File: config.mk
export PLATFORM = sky130hd
export DESIGN_NAME = burst_seq
export DESIGN_NICKNAME = d
export VERILOG_FILES = /design/src/rtl/burst_seq.sv
export SDC_FILE = /design/constraint.sdc
export NUM_CORES = 1
export LEC_CHECK = 0
export BUFFER_PORTS_ARGS = -buffer_cell sky130_fd_sc_hd__clkbuf_2
export CORE_ASPECT_RATIO = 1.5
export CORE_UTILIZATION = 41
export DETAILED_ROUTE_END_ITERATION = 7
export PLACE_DENSITY = 0.69
export SLEW_MARGIN = 10
export SYNTH_ARGS = -nofsm -noshare
export SYNTH_HDL_FRONTEND = slang
export SYNTH_SLANG_ARGS = --single-unit
File: constraint.sdc
create_clock -name clk -period 2.1 [get_ports clk]
set_input_delay 0.315 -clock clk [delete_from_list [all_inputs] [get_ports clk]]
set_output_delay 0.315 -clock clk [all_outputs]
set_load 0.02 [all_outputs]
File: src/rtl/burst_seq.sv
module burst_seq #(
  parameter int AW = 8,
  parameter int NB = 4,
  parameter int REC_CYCLES = 2
) (
  input  logic          clk,
  input  logic          rst_n,
  input  logic          hold,
  input  logic          chip_sel,
  input  logic          advance,
  input  logic          wr,
  input  logic [NB-1:0] byte_en,
  input  logic [AW-1:0] addr_in,
  input  logic          burst_order,
  input  logic          oe,
  input  logic          sleep_req,
  output logic [AW-1:0] mem_addr,
  output logic          mem_rd,
  output logic          mem_wr,
  output logic [NB-1:0] mem_be,
  output logic          bus_drive,
  output logic          asleep,
  output logic          access_err
);
  localparam int RW = $clog2(REC_CYCLES + 1);

  logic          s1, s2;
  logic [RW-1:0] rec;
  logic          act_q, wr_q, err_q;
  logic [AW-1:0] base_q;
  logic [1:0]    beat_q;
  logic [NB-1:0] be_q;
  logic          blocked;
  logic [1:0]    low;

  assign blocked = s2 | (rec != '0);
  assign low = burst_order ? (base_q[1:0] ^ beat_q) : (base_q[1:0] + beat_q);

  assign mem_addr   = {base_q[AW-1:2], low};
  assign mem_rd     = act_q & ~wr_q & ~s2;
  assign mem_wr     = act_q & wr_q & ~s2;
  assign mem_be     = be_q;
  assign bus_drive  = oe & act_q & ~wr_q & ~s2;
  assign asleep     = s2;
  assign access_err = err_q;

  always_ff @(posedge clk or negedge rst_n) begin
    if (!rst_n) begin
      s1  <= 1'b0;
      s2  <= 1'b0;
      rec <= '0;
    end else begin
      s1 <= sleep_req;
      s2 <= s1;
      if (s2 && !s1)
        rec <= RW'(REC_CYCLES);
      else if (rec != '0)
        rec <= rec - RW'(1);
    end
  end

  always_ff @(posedge clk or negedge rst_n) begin
    if (!rst_n) begin
      act_q  <= 1'b0;
      wr_q   <= 1'b0;
      err_q  <= 1'b0;
      base_q <= '0;
      beat_q <= '0;
      be_q   <= '0;
    end else begin
      err_q <= blocked & ~hold & ~advance & chip_sel;
      if (blocked) begin
        act_q <= 1'b0;
      end else if (!hold) begin
        if (!advance) begin
          act_q <= chip_sel;
          if (chip_sel) begin
            wr_q   <= wr;
            base_q <= addr_in;
            beat_q <= 2'd0;
          end
        end else if (act_q) begin
          beat_q <= beat_q + 2'd1;
        end
      end
      if (!hold)
        be_q <= byte_en;
    end
  end
endmodule


# After elaboration in Yosys (flattened, before gate mapping)
# Index checks and enable logic that the tools add are counted.
# classes
addsub	3
eq_ne	3
mux	9
bitwise	17
n_reduce_logical	8
# ops
operator	count
2-bit two-way mux	6
1-bit AND	10
4-bit AND reduction	2
2-bit by 1-bit inequality test with 1-bit output, second input constant	3
2-bit nonzero test	3
1-bit NOT	5
1-bit two-way mux	3
2-bit by 1-bit adder with 2-bit output, second input constant	1
2-bit adder	1
2-bit AND reduction	1
2-bit by 1-bit subtractor with 2-bit output, second input constant	1
2-bit bitwise XOR	1
1-bit logical AND	1
1-bit logical NOT	1
1-bit bitwise OR	1
# totals
ff_bits	21
input_bits	21
output_inout_bits	17
elab_cells	49

# Depth between registers and ports, before layout
# depth
depth_word	5
ltp_mapped	5
depth_no_buf	5

# Worst setup path before layout
# Ideal clock, no wire load.
# synth_timing
path_type	register to output
start	register s2, in the netlist asleep
end	output port bus_drive
arrival_ns	1.451
required_ns	1.785
slack_ns	0.334
stages_incl_launch_ff	3
n_path_buf	0
cell_sequence	dfrtp_1 nor3b_1 and2_1
# synth_via
elab_chain_len	2
# synth_lines
item	line	source
start: declaration	27	logic s1, s2;
start signal: assignment	50	s2 <= 1'b0;
start signal: assignment	54	s2 <= s1;
1-bit NOT	43	assign bus_drive = oe & act_q & ~wr_q & ~s2;
1-bit AND	43	
end: declaration	21	output logic bus_drive,
# No other way between the ends.

# Final worst setup path
# Ends and elaborated chain as after synthesis.

==> flow_summary.toml <==
[die]
core.rowCount = 21
pin_count = 38
dieWidth_um = 41.61
initial_core_util = 0.4319
dieArea_um2 = 2555
core_um2 = 2233
die_h_um = 61.41

[power]
p_leak_nw = 0.5931
power_frac_seq = 0.465
p_int_uw = 827.3
clkPwrFrac = 0.149
vdd_drop_max_mv = 0.6144
combPwrFrac = 0.386
p_sw_frac = 0.3498
p_switching_uw = 445.0
powerDensity_nw_per_um2 = 1098

[clock_network]
clkTransAtPathRegs_ns = 0.10
cts_root_buf = "clkbuf_4"
cts_buffers = 3
cts_sinks = 21
cts_max_path_buffers = 2
insertion_delay_ns = 0.30
cts_tree = "yes"
htree_levels = 1

[route]
drc = 0
viasPerCell = 4.916
drtAntennaViolNets = 0
wl_per_cell_um = 11.88
routed_wirelength_um = 1556
drt_iter0_markers = 3
vias = 644
firstDrtPassIters = 3

[global_route]
antenna_found_initial = 0
grt_pass1_vias = 604
grt_max_degree = 22
gr-total-overflow = 0
grt_first_pass_wirelength_um = 2532
global_route.usage.total = 0.1327

[sta]
setup_tns_ns = 0
worstMarginPinSlew_ns = 0.5069
rsz0062_at_grt = "false"
setup_viol = 0
fin_worst_skew_ns = 0.007875
relSlewSlack = 0.6621
fmax_mhz = 582.1
finalHoldViolCount = 0
period_share = 0.8180
report.final.slew_viol_count = 0
period_minus_slack_ns = 1.718

[yosys]
synth_top_family_by_area = "multiplexers"
synth.avg_cell_area_um2 = 13.21
synthCells = 73
synth_nets = 96
synth-compound-area-share = 0.06096
synth_cell_types = 27
ys_seq_area_frac = 0.5447
synth-xor-area-share = 0.02724
synth-simple-area-share = 0.1051
synth_adder_area_share = 0.02594
synth-seq-cells = 21
ys_warn_count = 0
syn-cell-area_um2 = 964.7
muxShareOfSynthArea = 0.1621

[job]
cap_viol_max_count = 0

[critical_path]
end_kind = "primary output"
r2r_slack_ns = 0.59
cp.required_ns = 1.78
path_class = "reg -> out"
crit_fanout = 7
cp.arrival_ns = 1.40
cp-start-kind = "register"

[worst_hold_path]
min_path_type = "in -> reg"

[run_status]
run_status = "completed"

[final_layout]
mostFrequentLayoutCell = "clkbuf_2"
final_cell_mix = "clkbuf_2 (37), dfrtp_1 (21), mux2_2 (13), inv_1 (4)"
n_antenna_cell = 0
fin_util = 0.5188
area_delta_synth_final_pct = 20.10
drive_above_1_share = 0.5278
nets = 132

[place]
gp_congestion = 0.7847
hpwl_um = 1230
portBuffers = 37
## worst paths after layout
| kind | start | endpoint | cells after the start |
|---|---|---|---|
| min | sleep_req | s1 | 1 |
| min reg2reg | s1 | asleep | 0 |
| max reg2reg | rec[0] | wr_q | 5 |
| min in group asynchronous | rst_n | base_q[0] | 2 |
| max in group asynchronous | rst_n | rec[1] | 2 |
| max | asleep | bus_drive | 3 |
## cells in the mapped netlist, drive strengths merged
cell type	number	area, µm²
and3b	1	8.760
a21oi	2	10.01
a221o	1	11.26
o21ai	1	5.000
a211o	1	8.760
nand4bb	1	11.26
nand3	1	17.52
ha	2	25.02
xnor2	2	17.52
mux2	13	146.4
nor2b	2	20.02
nor3	1	5.000
mux2i	1	10.01
nor2	3	13.77
nor3b	1	7.510
nand2	3	11.26
a22o	1	8.760
dfrtp	21	525.5
o211ai	1	7.510
inv	4	15.01
a21boi	1	7.510
buf	7	56.30
and2	1	6.260
xor2	1	8.760
## layer usage
layer	share of wire	wire length, µm	track usage	vias up
li1	-	-	-	314
met1	0.42	658	0.1594	308
met2	0.52	815	0.2254	18
met3	0.036	56	0.01173	4
met4	0.016	25	0.09677	0
met5	0	0	0	-
## layout make-up
cell class | instances | area (µm²)
clock buffers | 4 | 26.28
fillers | 203 | 1075
inverters | 4 | 15.01
multi-input cells | 41 | 367.9
flip-flops and latches | 21 | 525.5
well taps | 23 | 28.78
repair buffers | 38 | 195.2
## cell families (layout without fill, tap and decap cells)
logic type / count (synthesis) / count (layout)
compound gates: 8 / 8
xor+xnor: 3 / 3
flops: 21 / 21
simple gates: 14 / 14
fa+ha+maj: 2 / 2
buf+inv: 11 / 46
mux: 14 / 14
## power groups by stage
stage / registers (mW) / logic [mW] / clock network [mW]
6_report: 0.591 / 0.492 / 0.190
5_1_grt: 0.608 / 0.550 / 0.213
4_1_cts: 0.593 / 0.502 / 0.196
3_5_place_dp: 0.602 / 0.498 / 0
3_3_place_gp: 0.595 / 0.484 / 0
2_1_floorplan: 0.595 / 0.427 / 0
## metrics by stage
step | worst slack [ns] | instances | total power [mW] | hold WS [ns] | instance area [µm²]
after floorplan | 0.3339 | 73 | 1.021 | 0.01941 | 964.7
final | 0.3822 | 131 | 1.272 | 0.1191 | 1159
after global routing | 0.2951 | 131 | 1.370 | 0.1011 | 1159
after detailed placement | 0.5969 | 126 | 1.101 | 0.3054 | 1122
after CTS | 0.3445 | 131 | 1.291 | 0.1069 | 1159
after global placement | 0.6581 | 126 | 1.079 | 0.3079 | 1122
## worst max-delay path, cell delays in order, from the launching register on
cell and delay, ns:
dfrtp_1 0.48, nor3b_1 0.30, and2_1 0.17, clkbuf_2 0.16
## timing repair
action,in CTS,in global routing
buffers inserted,0,0
hold buffers,1,0
endpoints found under the hold margin,21,0
endpoints found under the setup margin,0,0
resized for setup,0,0
## sequential cells by signal, indices dropped and copies added, names as in the netlist
register	count
access_err	1
act_q	1
asleep	1
base_q	8
beat_q	2
mem_be	4
rec	2
s1	1
wr_q	1
(Power assumes the default switching activity.)
